--- src/rtl/irqmux_pkg.sv ---
package irqmux_pkg;
  localparam int MASK_OFF   = 0;
  localparam int STATUS_OFF = 4;

  typedef enum logic [1:0] {
    SEL_NONE   = 2'd0,
    SEL_MASK   = 2'd1,
    SEL_STATUS = 2'd2
  } reg_sel_e;
endpackage

--- src/rtl/irqmux_sync.sv ---
module irqmux_sync #(
  parameter int W = 32
) (
  input  logic         clk,
  input  logic         rst_n,
  input  logic [W-1:0] async_in,
  output logic [W-1:0] sync_out
);
  logic [W-1:0] stage1_q;
  logic [W-1:0] stage2_q;

  always_ff @(posedge clk) begin
    if (!rst_n) begin
      stage1_q <= '0;
      stage2_q <= '0;
    end else begin
      stage1_q <= async_in;
      stage2_q <= stage1_q;
    end
  end

  assign sync_out = stage2_q;
endmodule

--- src/rtl/irqmux_chan.sv ---
module irqmux_chan #(
  parameter int NUM_SRC = 32
) (
  input  logic               clk,
  input  logic               rst_n,
  input  logic [NUM_SRC-1:0] lvl_sync,
  input  logic               mask_we,
  input  logic [NUM_SRC-1:0] mask_wdata,
  output logic [NUM_SRC-1:0] mask_q,
  output logic [NUM_SRC-1:0] pending,
  output logic               irq_q
);
  always_ff @(posedge clk) begin
    if (!rst_n) begin
      mask_q <= '0;
    end else if (mask_we) begin
      mask_q <= mask_wdata;
    end
  end

  assign pending = lvl_sync & mask_q;

  always_ff @(posedge clk) begin
    if (!rst_n) begin
      irq_q <= 1'b0;
    end else begin
      irq_q <= |pending;
    end
  end
endmodule

--- src/rtl/irqmux_regif.sv ---
module irqmux_regif
  import irqmux_pkg::*;
#(
  parameter int NUM_CH    = 8,
  parameter int NUM_SRC   = 32,
  parameter int ADDR_W    = 6,
  parameter int CH_STRIDE = 8
) (
  input  logic                      clk,
  input  logic                      rst_n,
  input  logic                      wr_en,
  input  logic                      rd_en,
  input  logic [ADDR_W-1:0]         addr,
  input  logic [NUM_CH*NUM_SRC-1:0] mask_flat,
  input  logic [NUM_CH*NUM_SRC-1:0] pend_flat,
  output logic [NUM_CH-1:0]         mask_we,
  output logic                      rd_valid,
  output logic [NUM_SRC-1:0]        rd_data
);
  logic [ADDR_W-1:0]  ch_idx;
  logic [ADDR_W-1:0]  reg_off;
  logic               ch_ok;
  reg_sel_e           sel;
  logic [NUM_SRC-1:0] rd_mux;

  assign ch_idx  = addr / ADDR_W'(CH_STRIDE);
  assign reg_off = addr % ADDR_W'(CH_STRIDE);
  assign ch_ok   = (ch_idx < ADDR_W'(NUM_CH));

  always_comb begin
    sel = SEL_NONE;
    if (ch_ok && reg_off == ADDR_W'(MASK_OFF))   sel = SEL_MASK;
    if (ch_ok && reg_off == ADDR_W'(STATUS_OFF)) sel = SEL_STATUS;
  end

  for (genvar c = 0; c < NUM_CH; c++) begin : g_we
    assign mask_we[c] = wr_en && (sel == SEL_MASK) && (ch_idx == ADDR_W'(c));
  end

  always_comb begin
    rd_mux = '0;
    case (sel)
      SEL_MASK:   rd_mux = mask_flat[ch_idx*NUM_SRC +: NUM_SRC];
      SEL_STATUS: rd_mux = pend_flat[ch_idx*NUM_SRC +: NUM_SRC];
      default:    rd_mux = '0;
    endcase
  end

  always_ff @(posedge clk) begin
    if (!rst_n) begin
      rd_valid <= 1'b0;
      rd_data  <= '0;
    end else begin
      rd_valid <= rd_en;
      rd_data  <= rd_en ? rd_mux : '0;
    end
  end
endmodule

--- src/rtl/irqmux_top.sv ---
module irqmux_top #(
  parameter int NUM_CH    = 8,
  parameter int NUM_SRC   = 32,
  parameter int CH_STRIDE = 8,
  parameter int ADDR_W    = 6
) (
  input  logic               clk,
  input  logic               rst_n,
  input  logic [NUM_SRC-1:0] src,
  input  logic               wr_en,
  input  logic               rd_en,
  input  logic [ADDR_W-1:0]  addr,
  input  logic [NUM_SRC-1:0] wdata,
  output logic [NUM_CH-1:0]  irq,
  output logic               rd_valid,
  output logic [NUM_SRC-1:0] rd_data
);
  localparam int FLAT_W = NUM_CH * NUM_SRC;

  logic [NUM_SRC-1:0] lvl_sync;
  logic [FLAT_W-1:0]  mask_flat;
  logic [FLAT_W-1:0]  pend_flat;
  logic [NUM_CH-1:0]  mask_we;

  irqmux_sync #(.W(NUM_SRC)) u_sync (
    .clk      (clk),
    .rst_n    (rst_n),
    .async_in (src),
    .sync_out (lvl_sync)
  );

  for (genvar c = 0; c < NUM_CH; c++) begin : g_ch
    irqmux_chan #(.NUM_SRC(NUM_SRC)) u_chan (
      .clk        (clk),
      .rst_n      (rst_n),
      .lvl_sync   (lvl_sync),
      .mask_we    (mask_we[c]),
      .mask_wdata (wdata),
      .mask_q     (mask_flat[c*NUM_SRC +: NUM_SRC]),
      .pending    (pend_flat[c*NUM_SRC +: NUM_SRC]),
      .irq_q      (irq[c])
    );
  end

  irqmux_regif #(
    .NUM_CH    (NUM_CH),
    .NUM_SRC   (NUM_SRC),
    .ADDR_W    (ADDR_W),
    .CH_STRIDE (CH_STRIDE)
  ) u_regif (
    .clk       (clk),
    .rst_n     (rst_n),
    .wr_en     (wr_en),
    .rd_en     (rd_en),
    .addr      (addr),
    .mask_flat (mask_flat),
    .pend_flat (pend_flat),
    .mask_we   (mask_we),
    .rd_valid  (rd_valid),
    .rd_data   (rd_data)
  );
endmodule

--- config.mk ---
export PLATFORM = sky130hd
export DESIGN_NAME = irqmux_top
export DESIGN_NICKNAME = d
export VERILOG_FILES = /design/src/rtl/irqmux_pkg.sv /design/src/rtl/irqmux_sync.sv /design/src/rtl/irqmux_chan.sv /design/src/rtl/irqmux_regif.sv /design/src/rtl/irqmux_top.sv
export SDC_FILE = /design/constraint.sdc
export NUM_CORES = 1
export LEC_CHECK = 0
export BUFFER_PORTS_ARGS = -buffer_cell sky130_fd_sc_hd__buf_2
export CAP_MARGIN = 5
export CELL_PAD_IN_SITES_DETAIL_PLACEMENT = 1
export CELL_PAD_IN_SITES_GLOBAL_PLACEMENT = 2
export CORE_AREA = 2 2 220 222
export CTS_BUF_LIST = sky130_fd_sc_hd__clkbuf_2 sky130_fd_sc_hd__clkbuf_4 sky130_fd_sc_hd__clkbuf_8
export DETAILED_ROUTE_END_ITERATION = 12
export DIE_AREA = 0 0 222 224
export PLACE_DENSITY_LB_ADDON = 0.15
export RECOVER_POWER = 25
export SLEW_MARGIN = 0
export SYNTH_ARGS = -nofsm -noshare
export SYNTH_HDL_FRONTEND = slang
export SYNTH_HIERARCHICAL = 1
export SYNTH_SLANG_ARGS = --single-unit
--- constraint.sdc ---
create_clock -name clk -period 2.2 [get_ports clk]
set_clock_uncertainty 0.1 [all_clocks]
set_input_delay 0.11 -clock clk [delete_from_list [all_inputs] [get_ports clk]]
set_output_delay 0.11 -clock clk [all_outputs]
set_load 0.03 [all_outputs]
==> summary.md <==
| Metric | Value |
|---|---|
| Outcome | finished, final reports clean |
| DR WL/cell | 23.8 um |
| Initial Util | 39.7% |
| Placed inst area | 20400 um^2 |
| PD cells | 645 nW/um^2 |
| Drt pass-1 iters | 5 |
| Top_reg_cell synth | dfxtp_1 |
| CTS sink cnt | 361 |
| Post-Place Worst Slack | -0.161 ns |
| CP max-delay cell | or4_4 |
| Reg2reg path depth | 4 |
| RSZ-0062 raised after global routing | yes |
| Fmax | 461 MHz |
| Slew @ Worst Pin | 1.19 ns |
| Post-synth EDFFs | 0 |
| Crit Path Max Fanout | 8 |
| Worst hold path class | input port to flip-flop |
| Crit end category | flip-flop |
| CTS tree | built |
| Clk Latency, worst-skew pair | 0.66 ns |
| Global-route wire length before repair | 94200 um |
| Final worst slack | 0.0290 ns |
| Htree depth | 3 |
| Netlist Area Pre-Place | 18800 um^2 |
| Final period util | 98.7% |
| Nets | 2000 |
| I/O pin cnt | 115 |
| Net Count, Synth | 1804 |
| Worst r2r src | u_sync/sync_out[4] |
| Initial antenna violation count | 3 |
| CP startpoint | u_sync/sync_out[4] |
| Die W | 222 um |
| Crit path to | g_ch[6].u_chan/irq_q |
| Worst path most repeated cell | or4_4 |
| Root Buffer Master | clkbuf_8 |
| Slowest stage delay, CP | 0.55 ns |
| Std-Cell Rows | 80 |
| Synth Warn # | 6 |
| Kind of start point of the critical path | flip-flop |
| Syn_area_per_cell | 10.9 um^2 |
| Async S/R FF share, synth | 0% |
| Final ANT Viol Nets | 0 |
| Core footprint | 47300 um^2 |
| Routability cong. | 0.888 |
| Reg-to-Reg End | g_ch[6].u_chan/irq_q |
| Slew HR | 20.7% |
| Seq. cell area | 7250 um^2 |
| Seq/Total Area, Yosys | 38.4% |
| DRC errors left | 0 |
| VDD IR max | 486 uV |
| Seq cells post-synth | 361 |
| Cell count after synthesis | 1730 |
| Clock-pin slew on the worst setup and hold paths | 0.06 ns |
| DRT iter0 DRCs | 882 |
| Num CTS Buffers | 69 |
| Post-DP HPWL | 40400 um |
| Multi-input combinational cell area | 11300 um^2 |
| Power consumption | 0.0147 W |
| Final Cell Area | 22800 um^2 |
| Pins Over Slew Limit | 0 |
| Share of layout cells above drive strength 1 | 28.0% |
| Vias per inst | 5.52 |
| Vias in the first global route | 15300 |
| PortBufs | 114 |
| Required @ worst endpoint | 2.64 ns |
| Synth-to-layout area growth | 21.1% |
| Crit path cell chain | and2_1 -> or4_4 -> or4_4 -> o41a_1 |
| Static leakage | 8.05 nW |
| Drt total wl | 61800 um |
| Core Util, Final | 48.1% |
| Longest Clk Path Bufs | 3 |
| Smallest hold slack | 0.112 ns |
| Total grt overflow | 0 |
| Largest net degree at the start of global routing | 93 |
| Hold Vio Cnt, Final | 0 |
| Die H | 224 um |
| Min Tclk post-route | 2.17 ns |
| Global Route Usage Sum | 25.0% |
| Vias | 14300 |
| Reg-to-reg setup timing slack | 0.03 ns |
| Max_cap viols | 0 |
| Die area | 49700 um^2 |
| Setup Fix Bufs, Post-CTS | 0 |
| Critical setup path kind | flip-flop to flip-flop |
| Setup Viol. Count Final | 0 |
| Fillers | 5070 |
| Post-synth cell types | 24 |
| CP arrival | 2.61 ns |
## per-layer routing
layer	global-route usage, %	vias up	wire length (um)
met4	10.9	2	2610
li1	-	6608	-
met3	5.25	141	3140
met5	0	-	11
met1	32.4	7156	27300
met2	40.4	392	28700
## registers in the layout, summed over array words and instances, names as in the netlist
name / count
u_sync/sync_out: 32
u_regif/rd_data: 32
g_ch.u_chan/mask_q: 256
u_sync/stage1_q: 32
g_ch.u_chan/irq_q: 8
u_regif/rd_valid: 1
## power breakdown
part / switching (W) / leakage (nW) / internal, W / total (W)
clock: 0.00301 / 0.763 / 0.00402 / 0.00703
combinational: 0.000522 / 4.36 / 0.000455 / 0.000977
sequential: 0.0000665 / 2.93 / 0.00662 / 0.00668
total: 0.00360 / 8.05 / 0.0111 / 0.0147
## worst min path at each step
stage | from | to | slack [ns] | cells after the start
floorplan | rst_n | u_regif/rd_valid | 0.13 | 1
global placement | src[25] | u_sync/stage1_q[25] | 0.23 | 2
detailed placement | src[30] | u_sync/stage1_q[30] | 0.23 | 2
CTS | src[20] | u_sync/stage1_q[20] | 0.05 | 3
global route | src[18] | u_sync/stage1_q[18] | 0.09 | 3
finish | addr[1] | u_regif/rd_data[30] | 0.11 | 5
## metrics by stage
stage / cells / setup TNS [ns]
final: 2592 / 0
after detailed placement: 2386 / -1.08
after global placement: 2386 / -1.04
after CTS: 2591 / 0
after global routing: 2592 / -0.0270
after floorplan: 1730 / 0
## worst max-delay path: cells and delay by family, from the launching register on
family | cells | cell delay, ns
AO/OA/AOI/OAI | 1 | 0.34
AND/OR/NAND/NOR | 3 | 1.27
flip-flops | 1 | 0.36
## repair_timing
action,CTS,global route
setup endpoints to repair,8,8
hold endpoints to repair,307,0
hold buffers,84,0
pin swaps,19,16
gates resized for setup,43,17
## synthesized netlist by cell type (6+ instances only)
cell | count | area share (%)
dfxtp_1 | 361 | 38
nor2b_1 | 257 | 8.5
mux2i_1 | 256 | 14
and2_1 | 241 | 8.0
mux4_2 | 128 | 15
clkbuf_1 | 68 | 1.4
nand3_1 | 66 | 1.8
and2_2 | 64 | 2.6
nand4_1 | 64 | 2.1
or4_1 | 64 | 2.6
nand4b_1 | 32 | 1.5
or2_2 | 32 | 1.1
buf_1 | 28 | 0.56
buf_2 | 16 | 0.43
buf_6 | 9 | 0.54
and2_0 | 8 | 0.27
and2_4 | 8 | 0.37
nor2_1 | 8 | 0.16
o41a_1 | 8 | 0.48
clkbuf_2 | 6 | 0.16
## final cells by class
cell class / count / share of cell area [%]
antenna: 1 / 0.0110
clock buffer: 107 / 5.94
clock inverter: 14 / 0.483
multi-input combinational: 1242 / 49.4
sequential: 361 / 31.8
tap: 615 / 3.38
timing repair buffer: 252 / 8.95
## placed cells by master, fill, tap and decap left out, types with 2 or more instances in the layout
master / synthesis / layout
clkbuf_4: 0 / 21
dfxtp_1: 361 / 351
clkinvlp_4: 0 / 6
buf_2: 16 / 78
mux4_2: 128 / 128
clkbuf_1: 68 / 34
nand3_1: 66 / 66
nor2b_1: 257 / 256
nand2b_1: 2 / 2
dfxtp_2: 0 / 6
clkinv_2: 0 / 7
mux2i_1: 256 / 256
dlygate4sd3_1: 0 / 84
nor2_4: 0 / 7
clkbuf_8: 0 / 90
and2_4: 8 / 11
buf_4: 0 / 31
buf_12: 0 / 20
or4_1: 64 / 21
and2_0: 8 / 9
or4_4: 0 / 43
or2_2: 32 / 32
nor3_2: 0 / 2
nand4_1: 64 / 64
dfxtp_4: 0 / 4
and2_2: 64 / 63
and2_1: 241 / 238
o41a_1: 8 / 8
nand4b_1: 32 / 32
## cell families (layout without fill, tap and decap cells)
| family | count (synthesis) | count (layout) | share of synthesized area, % |
|---|---|---|---|
| flip-flops | 361 | 361 | 38.4 |
| other | 0 | 1 | 0 |
| AND/OR/NAND/NOR | 850 | 850 | 29.1 |
| AO/OA/AOI/OAI | 8 | 8 | 0.479 |
| multiplexers | 384 | 384 | 28.9 |
| buffers and inverters | 127 | 373 | 3.04 |
Power figures use the tool's default switching activity.
